==> src/rtl/sysrst_pkg.sv <==
package sysrst_pkg;
   typedef struct packed {
      logic wr;
      logic rd;
   } io_hit_t;

   function automatic int unsigned addr_bits_needed(input int unsigned value);
      int unsigned n;
      n = 1;
      while ((value >> n) != 0) n++;
      return n;
   endfunction
endpackage

==> src/rtl/sysrst_addr_decode.sv <==
module sysrst_addr_decode #(
   parameter int unsigned ADDR_W    = 16,
   parameter int unsigned PORT_ADDR = 'hCF9
) (
   input  logic [ADDR_W-1:0] io_addr,
   input  logic              io_wr,
   input  logic              io_rd,
   output sysrst_pkg::io_hit_t hit
);
   localparam logic [ADDR_W-1:0] MATCH = ADDR_W'(PORT_ADDR);

   logic addr_match;
   assign addr_match = (io_addr == MATCH);
   assign hit.wr     = io_wr & addr_match;
   assign hit.rd     = io_rd & addr_match;
endmodule

==> src/rtl/sysrst_type_store.sv <==
module sysrst_type_store #(
   parameter int unsigned DATA_W   = 8,
   parameter int unsigned TYPE_BIT = 1
) (
   input  logic              clk,
   input  logic              rst_n,
   input  logic              wr_hit,
   input  logic [DATA_W-1:0] wdata,
   output logic              type_q
);
   always_ff @(posedge clk) begin
      if (!rst_n)      type_q <= 1'b0;
      else if (wr_hit) type_q <= wdata[TYPE_BIT];
   end

   assert_capture_R2: assert property (@(posedge clk) disable iff (!rst_n)
      wr_hit |=> type_q == $past(wdata[TYPE_BIT]));
   assert_hold_R5: assert property (@(posedge clk) disable iff (!rst_n)
      !wr_hit |=> $stable(type_q));
endmodule

==> src/rtl/sysrst_reset_pulse.sv <==
module sysrst_reset_pulse #(
   parameter int unsigned DATA_W   = 8,
   parameter int unsigned TRIG_BIT = 2
) (
   input  logic              clk,
   input  logic              rst_n,
   input  logic              wr_hit,
   input  logic [DATA_W-1:0] wdata,
   output logic              req_q
);
   always_ff @(posedge clk) begin
      if (!rst_n) req_q <= 1'b0;
      else        req_q <= wr_hit & wdata[TRIG_BIT];
   end

   assert_pulse_cause_R4: assert property (@(posedge clk) disable iff (!rst_n)
      req_q |-> $past(wr_hit && wdata[TRIG_BIT]));
   assert_pulse_follows_R4: assert property (@(posedge clk) disable iff (!rst_n)
      (wr_hit && wdata[TRIG_BIT]) |=> req_q);
endmodule

==> src/rtl/sysrst_read_port.sv <==
module sysrst_read_port #(
   parameter int unsigned DATA_W   = 8,
   parameter int unsigned TYPE_BIT = 1,
   parameter bit          RD_REG   = 1'b1
) (
   input  logic              clk,
   input  logic              rst_n,
   input  logic              rd_hit,
   input  logic              type_q,
   output logic [DATA_W-1:0] rdata,
   output logic              rvalid
);
   localparam logic [DATA_W-1:0] TYPE_MASK = DATA_W'(1) << TYPE_BIT;

   logic [DATA_W-1:0] image;
   always_comb begin
      image = '0;
      image[TYPE_BIT] = type_q;
   end

   generate
      if (RD_REG) begin : g_registered
         always_ff @(posedge clk) begin
            if (!rst_n) begin
               rvalid <= 1'b0;
               rdata  <= '0;
            end else begin
               rvalid <= rd_hit;
               rdata  <= rd_hit ? image : '0;
            end
         end
         assert_latency_R3: assert property (@(posedge clk) disable iff (!rst_n)
            rd_hit |=> rvalid);
      end else begin : g_direct
         assign rvalid = rd_hit;
         assign rdata  = rd_hit ? image : '0;
      end
   endgenerate

   assert_idle_zero_R6: assert property (@(posedge clk) disable iff (!rst_n)
      !rvalid |-> rdata == '0);
   assert_mask_R3: assert property (@(posedge clk) disable iff (!rst_n)
      (rdata & ~TYPE_MASK) == '0);
endmodule

==> src/rtl/sysrst_ctl_reg.sv <==
module sysrst_ctl_reg #(
   parameter int unsigned ADDR_W    = 16,
   parameter int unsigned DATA_W    = 8,
   parameter int unsigned PORT_ADDR = 'hCF9,
   parameter int unsigned TYPE_BIT  = 1,
   parameter int unsigned TRIG_BIT  = 2,
   parameter bit          RD_REG    = 1'b1
) (
   input  logic              clk,
   input  logic              rst_n,
   input  logic [ADDR_W-1:0] io_addr,
   input  logic              io_wr,
   input  logic              io_rd,
   input  logic [DATA_W-1:0] io_wdata,
   output logic [DATA_W-1:0] io_rdata,
   output logic              io_rvalid,
   output logic              sys_reset_req,
   output logic              save_needed
);
   localparam int unsigned PORT_BITS = sysrst_pkg::addr_bits_needed(PORT_ADDR);

   generate
      if (TYPE_BIT >= DATA_W || TRIG_BIT >= DATA_W) begin : g_bad_bit
         $error("flag bit positions must lie inside the data byte");
      end
      if (TYPE_BIT == TRIG_BIT) begin : g_bad_overlap
         $error("type and trigger bits must differ");
      end
      if (PORT_BITS > ADDR_W) begin : g_bad_addr
         $error("port address does not fit the address width");
      end
   endgenerate

   sysrst_pkg::io_hit_t hit;
   logic                type_q;

   sysrst_addr_decode #(.ADDR_W(ADDR_W), .PORT_ADDR(PORT_ADDR)) u_dec (
      .io_addr(io_addr), .io_wr(io_wr), .io_rd(io_rd), .hit(hit));

   sysrst_type_store #(.DATA_W(DATA_W), .TYPE_BIT(TYPE_BIT)) u_store (
      .clk(clk), .rst_n(rst_n), .wr_hit(hit.wr), .wdata(io_wdata),
      .type_q(type_q));

   sysrst_reset_pulse #(.DATA_W(DATA_W), .TRIG_BIT(TRIG_BIT)) u_pulse (
      .clk(clk), .rst_n(rst_n), .wr_hit(hit.wr), .wdata(io_wdata),
      .req_q(sys_reset_req));

   sysrst_read_port #(.DATA_W(DATA_W), .TYPE_BIT(TYPE_BIT), .RD_REG(RD_REG)) u_rd (
      .clk(clk), .rst_n(rst_n), .rd_hit(hit.rd), .type_q(type_q),
      .rdata(io_rdata), .rvalid(io_rvalid));

   assign save_needed = type_q;

   assert_foreign_wr_R5: assert property (@(posedge clk) disable iff (!rst_n)
      (io_wr && io_addr != ADDR_W'(PORT_ADDR)) |=> !sys_reset_req && $stable(save_needed));
   assert_foreign_rd_R6: assert property (@(posedge clk) disable iff (!rst_n)
      !(io_rd && io_addr == ADDR_W'(PORT_ADDR)) |=> !io_rvalid);
endmodule

==> config.mk <==
export PLATFORM = sky130hd
export DESIGN_NAME = sysrst_ctl_reg
export DESIGN_NICKNAME = d
export VERILOG_FILES = /design/src/rtl/sysrst_pkg.sv /design/src/rtl/sysrst_addr_decode.sv /design/src/rtl/sysrst_type_store.sv /design/src/rtl/sysrst_reset_pulse.sv /design/src/rtl/sysrst_read_port.sv /design/src/rtl/sysrst_ctl_reg.sv
export SDC_FILE = /design/constraint.sdc
export NUM_CORES = 1
export LEC_CHECK = 0
export BUFFER_PORTS_ARGS = -buffer_cell sky130_fd_sc_hd__buf_2
export CAP_MARGIN = 15
export CELL_PAD_IN_SITES_DETAIL_PLACEMENT = 1
export CELL_PAD_IN_SITES_GLOBAL_PLACEMENT = 2
export CORE_ASPECT_RATIO = 1.25
export CORE_UTILIZATION = 11
export CTS_BUF_LIST = sky130_fd_sc_hd__clkbuf_16
export DETAILED_ROUTE_END_ITERATION = 16
export HOLD_SLACK_MARGIN = 0.06
export PLACE_DENSITY_LB_ADDON = 0.1
export SLEW_MARGIN = 5
export SYNTH_ARGS = -nofsm -noshare
export SYNTH_HDL_FRONTEND = slang
export SYNTH_SLANG_ARGS = --single-unit
==> constraint.sdc <==
create_clock -name clk -period 1.95 [get_ports clk]
set_clock_uncertainty 0.05 [all_clocks]
set_input_delay 0.585 -clock clk [delete_from_list [all_inputs] [get_ports clk]]
set_output_delay 0.585 -clock clk [all_outputs]
set_load 0.05 [all_outputs]
---- Word level (Yosys, flattened, before mapping) ----
Cells that the tools add are included.
word-level totals
  register bits after elaboration ......... 11
  bits of input ports ..................... 28
  output and inout port bits .............. 11
  word-level logic and storage cells ...... 10
operators by class
  eq/ne operators ......................... 1
  bitwise logic cells ..................... 3
  reduce and logical (&&, ||, !) cells .... 1
operator list
  kind                  number
  $eq 16x12->1 const B  1
  $and 1x1->1           3
  $reduce_and 2->1      1

---- Longest topological paths before layout ----
Gate-level depths: netlist (run 1).
  depth in word-level cells ............... 3
  mapped depth ............................ 4
  mapped depth without buffers ............ 4

---- Cells and area by module ----
Synthesis (run 1) repeated with hierarchy kept, for this count alone.
unflattened totals
  cell total of the unflattened synthesis .. 24
  area total of the unflattened synthesis .. 236.5 sq um
modules (own cells, without submodules)
  module              times used  cells an instance  area an instance (sq um)  sequential area each (sq um)
  sysrst_read_port    1           12                 108.9                     40.0
  sysrst_addr_decode  1           7                  65.1                      0.0
  sysrst_type_store   1           3                  36.3                      20.0
  sysrst_reset_pulse  1           2                  26.3                      20.0

---- Least setup slack after synthesis (run 1) ----
OpenSTA, ideal clock, no wires.
  path type ............................... input port to flip-flop
  start point ............................. input port io_addr[9]
  end point ............................... register u_store.type_q
  library setup time ...................... 0.115 ns
  arrival time ............................ 1.692 ns
  required time ........................... 1.785 ns
  slack ................................... 0.093 ns
  cell stages on the path ................. 4
  path buffers ............................ 0
  cell sequence ........................... or4b_4 nor4_4 a21boi_0 o21a_1
on the way
  longest elaborated chain between the ends .. 2
ends and longest elaborated chain
  what                  RTL line                  text
  from (decl)           sysrst_ctl_reg.sv:11      input logic [ADDR_W-1:0] io_addr,
  $eq 16x12->1          sysrst_addr_decode.sv:13  assign addr_match = (io_addr == MATCH);
  $and 1x1->1           sysrst_addr_decode.sv:14  assign hit.wr = io_wr & addr_match;
  to (signal assigned)  sysrst_type_store.sv:13   else if (wr_hit) type_q <= wdata[TYPE_BIT];
  to (decl)             sysrst_type_store.sv:9    output logic type_q
Every way passes these cells.
A chain may end at the register's enable or synchronous reset.

---- Worst setup path in the final report (run 1) ----
Ends and elaborated chain as after synthesis.

==> run_results.csv, run 1 <==
group,metric,value,unit
status,status,"finished clean",
logic_synthesis,syn-cell-area,241.5,sq um
clock_network,post_cts_buffers,0,
pwr,p_switching,0.00009119,W
finish,nFillCells,254,
drt,drtIter0Drc,6,
logic_synthesis,synth_simple_gate_area_share,37.31,%
drt,vias,256,
logic_synthesis,seq_area_frac_synth,33.16,%
placement,io_buffer_count,25,
critical_path,start_kind,"input pin",
timing,rsz0062_at_grt,"no",
critical_path,critPathCaptureType,"flip-flop",
global_route,grt_pass1_vias,272,
hold_path,min_path_type,"flip-flop to flip-flop",
die,initial_core_util,11.91,%
clock_network,cts_hold_buf,0,
drt,wirelength,660,um
logic_synthesis,synth-edff-count,0,
drt,drt_first_pass_iters,6,
pwr,clkPwrFrac,69.8,%
finish,antenna_cells,0,
global_route,grtUsageTotal,6.190,%
logic_synthesis,synth_common_cells,"buf_4, dfxtp_1, and3_1",
die,die_x,43.91,um
drt,via_per_inst,3.657,
clock_network,root_buffer,"clkbuf_16",
timing,slew_violations,0,
finish,area_growth,80.83,%
placement,gp_congestion,0.6308,
run,cap_violations,0,
clock_network,cts_resized,0,
logic_synthesis,synth_cell_type_count,13,
finish,stdcell_area,436.7,sq um
global_route,grt-ovfl-total,0,
critical_path,required,2.01,ns
placement,dpl_cell_area,361.6,sq um
timing,fmax,550.4,MHz
logic_synthesis,synthMuxAreaShare,0,%
die,num_rows,18,
pwr,powerDensity,1036,nW/um^2
pwr,p_seq_share,18.2,%
logic_synthesis,ys_seq_elements,4,
logic_synthesis,yosys_most_used_dff,"dfxtp_1",
die,io_pins,39,
global_route,grt_start_max_net_pins,5,
drt,postRouteAntennaNets,0,
timing,finalHoldViolCount,0,
logic_synthesis,yosys-top-cells-area,"dfxtp_1, buf_4, nor4_4, or4b_4, and3_1",
pwr,ir_drop,0.2557,mV
clock_network,clock_latency,0.22,ns
timing,setup-violations-final,0,
die,die_h,54.39,um
pwr,p_sw_share,20.16,%
clock_network,clockBufferDepth,2,
critical_path,ff2ff_setup_slack,1.19,ns
critical_path,critPathKind,"input pin to flip-flop",
logic_synthesis,synth.most_common_cell,"buf_4",
logic_synthesis,synth.avg_cell_area,10.50,sq um
clock_network,clkSinkCount,4,
finish,fin_util,21.54,%
logic_synthesis,syn_inst,23,
drt,drc,0,
global_route,grt_pass1_wl,986,um
pwr,combPwrFrac,12.0,%
logic_synthesis,synth_compound_area_share,6.218,%
timing,period_share,93.18,%
global_route,antenna_found_initial,0,
drt,detail_route.wl_per_cell,9.429,um
logic_synthesis,post_synth_xor_area_fraction,0,%
critical_path,crit_arrival,1.88,ns
logic_synthesis,postSynth.asyncResetShare,0,%
critical_path,worst-path-max-fanout,4,
logic_synthesis,synthAdderAreaFrac,0,%
finish,layout.nets,80,
logic_synthesis,yosys_warnings,0,
clock_network,cts.htree.levels,1,
die,dieArea,2388,sq um
clock_network,cts_tree,"built",
timing,period_needed,1.817,ns
pwr,p_leak,0.2429,nW
logic_synthesis,synth_top_area_share,33.16,%
pwr,internal-power,0.0003611,W
logic_synthesis,synth_top_family_by_area,"simple AND/OR/NAND/NOR gates",
clock_network,path_clk_slew,0.03,ns
clock_network,cts_made_buffers,3,
die,coreArea,2027,sq um
logic_synthesis,synth.largest_area_cell,"dfxtp_1",
finish,drive_gt1_share,60.00,%
## through the flow
step / total power, W / worst slack (ns) / TNS [ns] / hold WS, ns / cells
final: 0.0004523 / 0.1331 / 0 / 0.4267 / 70
after global routing: 0.0004693 / 0.03749 / 0 / 0.4625 / 70
after CTS: 0.0004586 / 0.1318 / 0 / 0.4343 / 70
after detailed placement: 0.0001374 / -0.1027 / -0.1664 / 0.4241 / 67
after global placement: 0.0001366 / -0.08183 / -0.1285 / 0.4363 / 67
after floorplan: 0.0001279 / 0.09309 / 0 / 0.6526 / 29
## placed cells by master (no fill, tap or decap), drive strengths merged
master,synthesis,routed
conb,1,7
dfxtp,4,4
or4b,2,2
or4bb,1,1
nand4,1,1
and2,1,1
buf,7,25
a21boi,1,1
and3,2,2
o21a,1,1
clkbuf,0,3
nor4,1,1
and4,1,1
## critical path, cell delays in order
cell and delay [ns]:
buf_2 0.10, or4b_4 0.54, nor4_4 0.35, a21boi_0 0.13, o21a_1 0.18
## path summary, 6_finish.rpt
| check | depth (start not counted) | to | start |
|---|---|---|---|
| max | 5 | u_store.type_q | io_addr[9] |
| min | 1 | u_rd.rdata[1] | u_store.type_q |
| max reg2reg | 2 | u_store.type_q | u_store.type_q |
| min reg2reg | 1 | u_rd.rdata[1] | u_store.type_q |
## flip-flops by register name (all words and copies together), names as in the netlist
register and flops:
u_pulse.req_q 1, u_store.type_q 1, u_rd.rvalid 1, u_rd.rdata 1
## layout make-up
class                      instances  area (sq um)  share of cell area (%)
multi-input combinational         18         131.4                   30.09
sequential                         4         80.08                   18.34
tap                               20         25.02                   5.731
timing repair buffer              25         125.1                   28.65
clock buffer                       3         75.07                   17.19
## layer usage
layer | GRT usage [%] | share of wire (%) | up-vias
met5 | 0 | 0 | -
met2 | 12.69 | 59 | 25
met1 | 3.914 | 28 | 107
li1 | - | - | 124
met3 | 2.310 | 13 | 0
met4 | 6.061 | 0 | 0
## power groups by stage
stage                     clock network, W  logic (W)  registers (W)
after floorplan                          0  0.0000444      0.0000835
after global placement                   0  0.0000531      0.0000835
after detailed placement                 0  0.0000539      0.0000835
after CTS                         0.000322  0.0000539      0.0000824
after global routing              0.000330  0.0000573      0.0000824
final                             0.000316  0.0000541      0.0000825
## logic make-up (layout without fill, tap and decap cells)
| logic type | Yosys count | in the layout |
|---|---|---|
| AO/OA/AOI/OAI | 2 | 2 |
| flip-flops | 4 | 4 |
| other | 1 | 7 |
| buffers and inverters | 7 | 28 |
| AND/OR/NAND/NOR | 9 | 9 |
Power figures use the tool's default switching activity.
==> inputs of run 2 (changes only) <==
==> constraint.sdc (replaced) <==
create_clock -name clk -period 1.8 [get_ports clk]
set_clock_uncertainty 0.05 [all_clocks]
set_input_delay 0.54 -clock clk [delete_from_list [all_inputs] [get_ports clk]]
set_output_delay 0.54 -clock clk [all_outputs]
set_load 0.05 [all_outputs]
==> run 2 against run 1 <==
Effect of this change:
- sequential cell count stayed put
- global-route usage shrank 0.065 points
- register-to-register slack got worse by 0.15 ns
- die area did not move
- hold slack better by 0.0047 ns
- total power grew 8.8%
- critical path type unchanged
- sequential share of layout area down 0.16 points
- final area is 0.86% higher
- worst setup slack got worse by 0.055 ns
- critical endpoint unchanged
==> run_results.csv, run 2 (synthesis results as in run 1) <==
group,metric,value,unit
clock_network,cts_made_buffers,3,
global_route,grt_start_max_net_pins,5,
hold_path,min_path_type,"flip-flop to flip-flop",
clock_network,cts.htree.levels,1,
placement,gp_congestion,0.6278,
die,dieArea,2388,sq um
clock_network,clockBufferDepth,2,
global_route,grt_pass1_vias,236,
finish,antenna_cells,0,
timing,timing.hold.ws,0.4314,ns
critical_path,critPathKind,"input pin to flip-flop",
timing,slew_violations,0,
timing,period_needed,1.721,ns
drt,detail_route.wl_per_cell,10.40,um
critical_path,crit_slowest_cell,"or4b_4",
drt,wirelength,728,um
critical_path,start_kind,"input pin",
pwr,p_switching,0.0001002,W
finish,fin_cells,70,
die,die_x,43.91,um
clock_network,cts_tree,"built",
drt,vias,243,
clock_network,clock_latency,0.22,ns
drt,postRouteAntennaNets,0,
pwr,p_leak,0.2456,nW
timing,finalHoldViolCount,0,
critical_path,crit_buf_inv,1,
die,coreArea,2027,sq um
pwr,p_sw_share,20.35,%
critical_path,cp_top_family,"simple AND/OR/NAND/NOR gates",
timing,fmax,580.9,MHz
pwr,powerDensity,1117,nW/um^2
drt,via_per_inst,3.471,
clock_network,clkSinkCount,4,
timing,setup-violations-final,0,
die,die_h,54.39,um
pwr,ir_drop,0.4107,mV
die,num_rows,18,
critical_path,critPathMaxStageDelay,0.54,ns
placement,io_buffer_count,25,
die,initial_core_util,11.91,%
finish,fin_util,21.73,%
finish,final_cell_mix,"buf_2, conb_1, dfxtp_1",
global_route,grtUsageTotal,6.125,%
finish,drive_gt1_share,62.00,%
timing,period_share,95.64,%
timing,rsz0062_at_grt,"no",
pwr,p_seq_share,18.2,%
run,cap_violations,0,
critical_path,crit_arrival,1.79,ns
global_route,antenna_found_initial,0,
drt,drtIter0Drc,2,
critical_path,cp_cell_sequence,"buf_2 > or4b_4 > nor4_4 > a21boi_1 > o21a_1",
finish,area_growth,82.38,%
placement,placed_cells,67,
finish,layout.nets,80,
pwr,clkPwrFrac,69.8,%
clock_network,root_buffer,"clkbuf_16",
drt,drt_first_pass_iters,5,
finish,layout_commonest_cell,"buf_2",
critical_path,critPathCaptureType,"flip-flop",
pwr,internal-power,0.0003920,W
critical_path,required,1.86,ns
clock_network,path_clk_slew,0.03,ns
global_route,grt_pass1_wl,1000,um
status,status,"finished clean",
drt,drc,0,
pwr,combPwrFrac,12.1,%
die,io_pins,39,
global_route,grt-ovfl-total,0,
critical_path,worst-path-max-fanout,4,
clock_network,cts_hold_buf,0,
## run 2: cell type report
| type | instances | area, sq um |
|---|---|---|
| clock buffer | 3 | 75.07 |
| fill | 250 | 1587 |
| tap | 20 | 25.02 |
| sequential | 4 | 80.08 |
| timing repair buffer | 25 | 125.1 |
| multi-input combinational | 18 | 135.1 |
## run 2: timing repair
action	in CTS	in global routing
endpoints found under the setup margin	0	1
buffers inserted	0	0
resized for setup	0	1
## run 2: routing by layer
layer / GRT usage, % / up-vias / wire length (um)
met1: 4.706 / 110 / 234
li1: - / 124 / -
met2: 12.44 / 7 / 455
met5: 0 / - / 0
met4: 4.545 / 0 / 19
met3: 1.980 / 2 / 18
## run 2: through the flow
| step | total power (W) | worst slack [ns] | area (sq um) | TNS [ns] |
|---|---|---|---|---|
| 3_3_place_gp | 0.0001486 | -0.1765 | 365.4 | -0.3965 |
| 6_report | 0.0004922 | 0.07855 | 440.4 | 0 |
| 3_5_place_dp | 0.0001499 | -0.1922 | 365.4 | -0.3886 |
| 5_1_grt | 0.0005053 | 0.02184 | 440.4 | 0 |
| 2_1_floorplan | 0.0001392 | 0.006795 | 267.8 | 0 |
| 4_1_cts | 0.0004982 | 0.04329 | 440.4 | 0 |
## run 2: worst paths after layout
kind	startpoint	end	slack [ns]	cells after the start
min reg2reg	u_store.type_q	u_rd.rdata[1]	0.43	1
max reg2reg	u_store.type_q	u_store.type_q	1.04	2
max	io_addr[9]	u_store.type_q	0.08	5
min	u_store.type_q	u_rd.rdata[1]	0.43	1
## run 2: power by group through the flow
stage	clock, W	combinational (W)	sequential (W)
finish	0.000343	0.0000595	0.0000893
global route	0.000353	0.0000627	0.0000893
CTS	0.000349	0.0000595	0.0000893
detailed placement	0	0.0000594	0.0000905
global placement	0	0.0000582	0.0000905
floorplan	0	0.0000487	0.0000905
